`config.mk`:
```
export PLATFORM = sky130hd
export DESIGN_NAME = eeprom_serial_slave
export DESIGN_NICKNAME = d
export VERILOG_FILES = /design/src/rtl/ses_pkg.sv /design/src/rtl/ses_line_sync.sv /design/src/rtl/ses_word_ctr.sv /design/src/rtl/eeprom_serial_slave.sv
export SDC_FILE = /design/constraint.sdc
export NUM_CORES = 1
export LEC_CHECK = 0
export ABC_AREA = 1
export CORE_MARGIN = 1
export CORE_UTILIZATION = 38
export CTS_CLUSTER_SIZE = 20
export DETAILED_ROUTE_END_ITERATION = 10
export PLACE_DENSITY = 0.65
export SYNTH_ARGS = -nofsm -noshare
export SYNTH_HDL_FRONTEND = slang
export SYNTH_SLANG_ARGS = --single-unit
export TNS_END_PERCENT = 10
```
`constraint.sdc`:
```
create_clock -name clk -period 5.61 [get_ports clk]
set_clock_uncertainty 0.05 [all_clocks]
set_input_delay 1.122 -clock clk [delete_from_list [all_inputs] [get_ports clk]]
set_output_delay 1.122 -clock clk [all_outputs]
set_load 0.02 [all_outputs]
```
`src/rtl/ses_pkg.sv`:
```
package ses_pkg;
  localparam logic [3:0] DEV_PREFIX = 4'b1010;

  typedef enum logic [3:0] {
    ST_IDLE, ST_DEV, ST_DEV_ACK, ST_AHI, ST_AHI_ACK,
    ST_ALO, ST_ALO_ACK, ST_WR, ST_WR_ACK, ST_RD, ST_RD_ACK
  } ses_state_t;

  // device byte decode: fixed prefix, strap match; bit 0 is direction
  function automatic logic dev_hit(input logic [7:0] b, input logic [2:0] strap);
    return (b[7:4] == DEV_PREFIX) && (b[3:1] == strap);
  endfunction
endpackage

```
`src/rtl/ses_line_sync.sv`:
```
module ses_line_sync #(
  parameter int STAGES = 2
) (
  input  logic clk,
  input  logic rst_n,
  input  logic scl_in,
  input  logic sda_in,
  output logic scl_lvl,
  output logic sda_lvl,
  output logic scl_rise,
  output logic scl_fall,
  output logic start_evt,
  output logic stop_evt
);
  logic [STAGES-1:0] scl_q, sda_q;
  logic scl_p, sda_p;

  always_ff @(posedge clk or negedge rst_n) begin
    if (!rst_n) begin
      scl_q <= '1;
      sda_q <= '1;
      scl_p <= 1'b1;
      sda_p <= 1'b1;
    end else begin
      scl_q <= {scl_q[STAGES-2:0], scl_in};
      sda_q <= {sda_q[STAGES-2:0], sda_in};
      scl_p <= scl_q[STAGES-1];
      sda_p <= sda_q[STAGES-1];
    end
  end

  assign scl_lvl   = scl_q[STAGES-1];
  assign sda_lvl   = sda_q[STAGES-1];
  assign scl_rise  = scl_lvl & ~scl_p;
  assign scl_fall  = ~scl_lvl & scl_p;
  assign start_evt = scl_lvl & scl_p & sda_p & ~sda_lvl;
  assign stop_evt  = scl_lvl & scl_p & ~sda_p & sda_lvl;
endmodule

```
`src/rtl/ses_word_ctr.sv`:
```
module ses_word_ctr #(
  parameter int ADDR_W = 12,
  parameter int PAGE_W = 5
) (
  input  logic              clk,
  input  logic              rst_n,
  input  logic              load,
  input  logic [ADDR_W-1:0] load_val,
  input  logic              rd_step,
  input  logic              wr_step,
  output logic [ADDR_W-1:0] addr
);
  // reads run over the whole array
  function automatic logic [ADDR_W-1:0] step_linear(input logic [ADDR_W-1:0] a);
    return a + ADDR_W'(1);
  endfunction

  // writes stay inside the page
  function automatic logic [ADDR_W-1:0] step_page(input logic [ADDR_W-1:0] a);
    logic [PAGE_W-1:0] lo;
    lo = a[PAGE_W-1:0] + PAGE_W'(1);
    return {a[ADDR_W-1:PAGE_W], lo};
  endfunction

  always_ff @(posedge clk or negedge rst_n) begin
    if (!rst_n)       addr <= '0;
    else if (load)    addr <= load_val;
    else if (wr_step) addr <= step_page(addr);
    else if (rd_step) addr <= step_linear(addr);
  end
endmodule

```
`src/rtl/eeprom_serial_slave.sv`:
```
module eeprom_serial_slave
  import ses_pkg::*;
#(
  parameter int ADDR_W      = 12,
  parameter int PAGE_W      = 5,
  parameter int SYNC_STAGES = 2
) (
  input  logic              clk,
  input  logic              rst_n,
  input  logic              scl_in,
  input  logic              sda_in,
  input  logic [2:0]        strap,
  output logic              sda_drive_low,
  output logic [ADDR_W-1:0] mem_rd_addr,
  input  logic [7:0]        mem_rd_data,
  output logic              wr_valid,
  output logic [ADDR_W-1:0] wr_addr,
  output logic [7:0]        wr_data
);
  localparam int HI_W = ADDR_W - 8;

  logic scl_lvl, sda_lvl, scl_rise, scl_fall, start_evt, stop_evt;
  ses_state_t state, ack_next;
  logic [2:0]      bitcnt;
  logic [7:0]      shreg, rx_byte;
  logic [HI_W-1:0] addr_hi;
  logic            rw_q, drive_q, got_ack;
  logic            byte_done, rd_load, ctr_load, ctr_wstep;
  logic [ADDR_W-1:0] ctr_addr;

  ses_line_sync #(.STAGES(SYNC_STAGES)) u_sync (
    .clk(clk), .rst_n(rst_n), .scl_in(scl_in), .sda_in(sda_in),
    .scl_lvl(scl_lvl), .sda_lvl(sda_lvl), .scl_rise(scl_rise),
    .scl_fall(scl_fall), .start_evt(start_evt), .stop_evt(stop_evt)
  );

  assign rx_byte   = {shreg[6:0], sda_lvl};
  assign byte_done = scl_rise && (bitcnt == 3'd7);
  assign ctr_load  = (state == ST_ALO) && byte_done;
  assign ctr_wstep = (state == ST_WR) && byte_done;
  assign rd_load   = scl_fall &&
                     (((state == ST_DEV_ACK) && drive_q && rw_q) ||
                      ((state == ST_RD_ACK) && got_ack));

  ses_word_ctr #(.ADDR_W(ADDR_W), .PAGE_W(PAGE_W)) u_ctr (
    .clk(clk), .rst_n(rst_n), .load(ctr_load),
    .load_val({addr_hi, rx_byte}), .rd_step(rd_load),
    .wr_step(ctr_wstep), .addr(ctr_addr)
  );

  always_comb begin
    case (state)
      ST_DEV_ACK: ack_next = rw_q ? ST_RD : ST_AHI;
      ST_AHI_ACK: ack_next = ST_ALO;
      default:    ack_next = ST_WR;
    endcase
  end

  always_ff @(posedge clk or negedge rst_n) begin
    if (!rst_n) begin
      state    <= ST_IDLE;
      bitcnt   <= '0;
      shreg    <= '0;
      addr_hi  <= '0;
      rw_q     <= 1'b0;
      drive_q  <= 1'b0;
      got_ack  <= 1'b0;
      wr_valid <= 1'b0;
      wr_addr  <= '0;
      wr_data  <= '0;
    end else begin
      wr_valid <= 1'b0;
      if (start_evt) begin
        state   <= ST_DEV;
        bitcnt  <= '0;
        drive_q <= 1'b0;
      end else if (stop_evt) begin
        state   <= ST_IDLE;
        drive_q <= 1'b0;
      end else begin
        case (state)
          ST_DEV, ST_AHI, ST_ALO, ST_WR: begin
            if (scl_rise) begin
              shreg  <= rx_byte;
              bitcnt <= bitcnt + 3'd1;
              if (bitcnt == 3'd7) begin
                if (state == ST_DEV) begin
                  if (dev_hit(rx_byte, strap)) begin
                    rw_q  <= rx_byte[0];
                    state <= ST_DEV_ACK;
                  end else begin
                    state <= ST_IDLE;
                  end
                end else if (state == ST_AHI) begin
                  addr_hi <= rx_byte[HI_W-1:0];
                  state   <= ST_AHI_ACK;
                end else if (state == ST_ALO) begin
                  state <= ST_ALO_ACK;
                end else begin
                  wr_valid <= 1'b1;
                  wr_addr  <= ctr_addr;
                  wr_data  <= rx_byte;
                  state    <= ST_WR_ACK;
                end
              end
            end
          end
          ST_DEV_ACK, ST_AHI_ACK, ST_ALO_ACK, ST_WR_ACK: begin
            if (scl_fall) begin
              if (!drive_q) begin
                drive_q <= 1'b1;            // ninth clock begins
              end else begin
                drive_q <= 1'b0;
                bitcnt  <= '0;
                state   <= ack_next;
                if (rd_load) begin
                  shreg   <= {mem_rd_data[6:0], 1'b1};
                  drive_q <= ~mem_rd_data[7];
                end
              end
            end
          end
          ST_RD: begin
            if (scl_fall) begin
              if (bitcnt == 3'd7) begin
                drive_q <= 1'b0;
                bitcnt  <= '0;
                state   <= ST_RD_ACK;
              end else begin
                drive_q <= ~shreg[7];
                shreg   <= {shreg[6:0], 1'b1};
                bitcnt  <= bitcnt + 3'd1;
              end
            end
          end
          ST_RD_ACK: begin
            if (scl_rise) got_ack <= ~sda_lvl;
            if (scl_fall) begin
              if (got_ack) begin
                shreg   <= {mem_rd_data[6:0], 1'b1};
                drive_q <= ~mem_rd_data[7];
                state   <= ST_RD;
              end else begin
                state <= ST_IDLE;
              end
            end
          end
          default: ;
        endcase
      end
    end
  end

  assign sda_drive_low = drive_q;
  assign mem_rd_addr   = ctr_addr;
endmodule

```
==> impl_results.md, run 1 <==
* Setup bufs post-CTS at 0
* Worst-Skew Late Latency at 340 ps
* CTS Buf Count at 9
* H-tree Lvls at 3
* Max cap viols at 0
* Vias in the first global route at 2844
* CP endpoint kind: primary output
* Most frequent cells in the layout: nand2_1 (119), dfrtp_1 (55), o21ai_0 (52)
* Post-synthesis compound-gate area fraction at 12.78%
* Die Y at 96.13 um
* Fin crit share at 46.43%
* Peak supply drop at 0.1585 mV
* WL final at 8406 um
* Post-Synth Simple-Gate Area at 33.26%
* Rows at 33
* CTS Buffer Depth at 2
* Worst Path Required at 4440 ps
* Fmax at 0.3839 GHz
* Slowest-stage cell, CP: clkdlybuf4s50_1
* Vias per cell at 5.123
* Worst-path fanout max at 6
* Worst path bufs/invs at 1
* Grt ovf at 0
* Clk slew on worst S/H paths at 70 ps
* Pwr per Cell Area at 440.9 nW/um^2
* Port bufs at 48
* Number of gates resized after CTS at 0
* Worst min path class: register to register
* Post-synth cell types at 29
* Largest net degree at the start of global routing at 62
* CP max stage delay at 640 ps
* Static Leak at 1.957 nW
* Crit-path cells: clkdlybuf4s50_1
* Share of cells above drive strength 1 at 14.11%
* GRT Total Usage at 20.30%
* Root Driver: clkbuf_8
* Nets@finish at 502
* Ant diodes at 0
* Initial core utilization at 40.17%
* Synthesized area at 3367 sq um
* Placed insts at 578
* Layout Cells excl Fill at 594
* Total negative slack at 0 ps
* DP HPWL at 6226 um
* Die area at 9241 sq um
* Unrepaired setup endpoints after global routing: no
* P&R area growth vs syn at 22.52%
* Post-synthesis xor/xnor area fraction at 1.041%
* Ports at 49
* Commonest non-fill, non-tap cell in the layout: nand2_1
* Worst slew pin tran at 782.6 ps
* CTS tree: built
* Syn_area_per_cell at 7.794 sq um
* Register area share after synthesis at 45.56%
* WS Path Type: register to primary output
* Mux cell area share after synthesis at 0%
* Minimum clock period at 2605 ps
* Die width at 96.13 um
* Drt wl/cell at 14.15 um
* Main combinational cell family by area after synthesis: simple AND/OR/NAND/NOR gates
* Fillers at 830
* Mapped Cells at 432
* Residual DRC at 0
* Initial DRC count at 202
* Final hold vios at 0
* Core Area at 8382 sq um
* Vias at 3043
* Antenna-violating nets left at 0
* First-pass GRT wire length at 14090 um
* # clock sinks at 61
* Status: completed
* Worst slew margin at 47.83%
* Setup violators final at 0
* Initial antenna violation count at 0
* Placer's final routability congestion estimate at 0.8800
* Crit path max-delay family: buffers and inverters
* Startpoint types: register
* Drt pass-1 iters at 5
* Hold buffer count at CTS at 0
* Adder-Cell Fraction of Synth Area at 1.115%
* Syn. warnings at 0
* Post-Syn Nets at 450
* Synthesis-stage register bit count at 61
* Final Max Slew Viols at 0
* CP arrival at 1430 ps
cells in the mapped netlist:
master	instances	share of area [%]
nand2_1	119	13
dfrtp_1	55	41
o21ai_0	52	7.7
inv_1	39	4.3
nor2_1	36	4.0
nand3_1	31	4.6
a21oi_1	14	2.1
nor2_2	11	2.0
nand2_2	10	1.9
nand2_4	9	3.0
dfstp_2	6	4.7
inv_2	6	0.67
nor3_1	5	0.74
clkbuf_1	4	0.45
nor2_4	4	1.3
o21ai_1	4	0.59
buf_2	3	0.45
ha_1	3	1.1
nand4_1	3	0.56
o211ai_1	3	0.67
o22ai_1	3	0.56
a22oi_1	2	0.45
nor2_8	2	1.2
xnor2_1	2	0.52
xor2_1	2	0.52
buf_6	1	0.33
nand4_4	1	0.63
o21ai_2	1	0.26
o2bb2ai_2	1	0.45
report_power, final:
part / internal, mW / leakage [nW] / switching, mW
clock network: 0.184 / 0.0917 / 0.180
logic: 0.289 / 1.07 / 0.556
registers: 0.522 / 0.790 / 0.0861
registers in the layout, indices dropped and copies added, names as in the netlist, 2 cells and up:
register      count
bitcnt            3
state             4
shreg             8
u_ctr.addr       12
wr_data           8
u_sync.scl_q      2
wr_addr          12
addr_hi           4
u_sync.sda_q      2
per-stage QoR:
| stage | hold WS (ps) | total power, mW | worst slack (ps) | utilization [%] | area [sq um] |
|---|---|---|---|---|---|
| detailed placement | 296.9 | 1.459 | 3150 | 47.01 | 3940 |
| finish | 307.2 | 1.819 | 3005 | 49.22 | 4125 |
| floorplan | 295.2 | 1.225 | 3774 | - | 3367 |
| global route | 313.7 | 1.969 | 2865 | 49.22 | 4125 |
| CTS | 307.7 | 1.823 | 3002 | 49.22 | 4125 |
| global placement | 300.2 | 1.450 | 3122 | 47.01 | 3940 |
kinds of logic (layout without fill, tap and decap cells):
kind of cell	count (synthesis)	after routing
compound gates	80	80
flops	61	61
fa+ha+maj	3	3
buf+inv	53	110
simple gates	231	231
xor+xnor	4	4
metal layers:
metal / routed length (um) / global-route usage (%)
met3: 474 / 3.397
met1: 4094 / 29.88
met2: 3686 / 28.96
met4: 149 / 9.080
met5: 0 / 0
layout make-up:
cell class	count	area, sq um	area share (%)
Timing Repair Buffer	49	483.0	11.71
Sequential cell	61	1534	37.19
Tap cell	105	131.4	3.185
Inverter	45	168.9	4.095
Clock inverter	5	33.78	0.8189
Clock buffer	11	151.4	3.670
Multi-Input combinational cell	318	1623	39.34
worst paths after layout:
check                                     start         endpoint  cells after the start  slack, ps
worst max-delay path              sda_drive_low    sda_drive_low                      1       3010
worst min-delay path            u_sync.sda_q[0]  u_sync.sda_q[1]                      0        310
worst max register to register        bitcnt[0]    u_ctr.addr[3]                     10       3100
worst min register to register  u_sync.sda_q[0]  u_sync.sda_q[1]                      0        310
max in group asynchronous                 rst_n       wr_data[7]                      2       4100
min in group asynchronous                 rst_n          got_ack                      2        890
(Power assumes the default switching activity.)
==> run 2, diff against run 1 <==
- clock period: 5.61 -> 2.5 ns (I/O delays scaled with it)
==> impl_results.md, run 2 (synthesized netlist as in run 1, its figures left out) <==
* Status: completed
* Final core utilization at 49.99% (+0.78 points)
* Setup bufs post-CTS at 0 (unchanged)
* Worst flop-to-flop path startpoint: bitcnt[0]
* Worst path bufs/invs at 1 (unchanged)
* Top flop regs: u_ctr.addr: 12 flops, wr_addr: 12 flops
* Core Area at 8382 sq um (unchanged)
* Crit-path cells: clkdlybuf4s50_1
* Fin crit share at 80.16%
* Unrepaired setup endpoints after global routing: no
* Total negative slack at 0 ps (unchanged)
* DP HPWL at 6057 um (-2.7%)
* Root Driver: clkbuf_8
* Worst min path class: input port to asynchronous set/reset pin
* Worst setup margin at 496.0 ps (-2509 ps)
* RR Endpoint: u_ctr.addr[2]
* Placer's final routability congestion estimate at 0.9537 (+8.4%)
* H-tree Lvls at 3 (unchanged)
* Residual DRC at 0 (unchanged)
* CTS Buf Count at 9 (unchanged)
* CP max stage delay at 650 ps (about the same)
* Reg2Reg Depth at 11 (+1)
* Ports at 49 (unchanged)
* Rows at 33 (unchanged)
* Number of gates resized after CTS at 0 (unchanged)
* CTS tree: built
* Largest net degree at the start of global routing at 62 (unchanged)
* Grt ovf at 0 (unchanged)
* Worst Path Required at 1950 ps (-2490 ps)
* Layout Cells excl Fill at 599 (+0.84%)
* Most frequent cells in the layout: nand2_1 (119), dfrtp_1 (55), o21ai_0 (52)
* Port bufs at 48 (unchanged)
* Die area at 9241 sq um (unchanged)
* Die width at 96.13 um (unchanged)
* Setup violators final at 0 (unchanged)
* Hold Slack at 87.86 ps (-219.3 ps)
* GRT Total Usage at 19.35% (-0.96 points)
* Fillers at 838 (+0.96%)
* Vias at 2981 (-2.0%)
* Startpoint types: register
* Crit path max-delay family: buffers and inverters
* Initial antenna violation count at 0 (unchanged)
* Worst slew pin tran at 383.2 ps (-399.4 ps)
* Fmax at 0.4990 GHz
* CTS Buffer Depth at 2 (unchanged)
* WL final at 8212 um (-2.3%)
* Max cap viols at 0 (unchanged)
* Drt pass-1 iters at 4 (-1)
* Worst-Skew Late Latency at 350 ps (about the same)
* First-pass GRT wire length at 13350 um (-5.2%)
* Antenna-violating nets left at 0 (unchanged)
* # clock sinks at 61 (unchanged)
* Static Leak at 1.988 nW (+1.6%)
* Initial core utilization at 40.17% (unchanged)
* Minimum clock period at 2004 ps
* Drt wl/cell at 13.71 um (-3.1%)
* Vias per cell at 4.977 (-2.9%)
* Nets@finish at 507 (+1.0%)
* Clk slew on worst S/H paths at 70 ps (about the same)
* Commonest non-fill, non-tap cell in the layout: nand2_1
* Pwr per Cell Area at 987.9 nW/um^2 (+120%)
* Share of cells above drive strength 1 at 14.78% (+0.67 points)
* Worst-path fanout max at 6 (unchanged)
* DP Area at 3990 sq um (+1.3%)
* Final hold vios at 0 (unchanged)
* Placement Setup Slack at 513.8 ps (-2637 ps)
* P&R area growth vs syn at 24.45%
* Slowest-stage cell, CP: clkdlybuf4s50_1
* Final Max Slew Viols at 0 (unchanged)
* CP arrival at 1450 ps (+20 ps)
* Vias in the first global route at 2727 (-4.1%)
* Ant diodes at 0 (unchanged)
* Setup slack, reg-to-reg at 520 ps (-2580 ps)
* Peak supply drop at 0.3858 mV (+140%)
* Worst slew margin at 74.26% (+26 points)
* Placed insts at 583 (+0.87%)
* Power, Total at 4.139 mW (+130%)
* CP endpoint kind: primary output
* Initial DRC count at 176 (-13%)
* Hold buffer count at CTS at 0 (unchanged)
* Cell area after layout at 4190 sq um (+1.6%)
* WS Path Type: register to primary output
* Die Y at 96.13 um (unchanged)
-- run 2: changes by cell type in the layout (fill, tap and decap cells not counted) --
cell	change
buf_4	+4
clkinv_2	-1
clkbuf_8	-1
clkbuf_1	+1
buf_12	+1
bufinv_16	+1
-- run 2: worst max-delay path by stage --
| stage | from | to | cells past startpoint |
|---|---|---|---|
| after floorplan | bitcnt[0] | u_ctr.addr[8] | 10 |
| after global placement | bitcnt[0] | u_ctr.addr[1] | 11 |
| after detailed placement | bitcnt[0] | u_ctr.addr[2] | 11 |
| after CTS | bitcnt[0] | u_ctr.addr[2] | 11 |
| after global routing | bitcnt[0] | u_ctr.addr[3] | 11 |
| final | sda_drive_low | sda_drive_low | 1 |
-- run 2: where the power goes --
part	total (mW)	switching [mW]	internal, mW	leakage, nW
Sequential	1.36	0.182	1.17	0.790
Clock	0.894	0.405	0.489	0.0959
Combinational	1.89	1.24	0.652	1.10
-- run 2: area by class of cell --
type                       count  area (sq um)  share of cell area, %
inverter                      45         168.9                  4.031
multi-input combinational    318          1623                  38.73
clock inverter                 5         58.81                  1.403
timing repair buffer          54         533.0                  12.72
clock buffer                  11         141.4                  3.374
tap                          105         131.4                  3.135
sequential                    61          1534                  36.61
-- run 2: routing by layer --
layer,up-vias,share of wire [%],track usage [%]
met4,0,1.5,7.463
met2,73,44,28.31
met1,1394,51,28.00
met3,7,4.2,3.712
met5,-,0,0
li1,1507,-,-
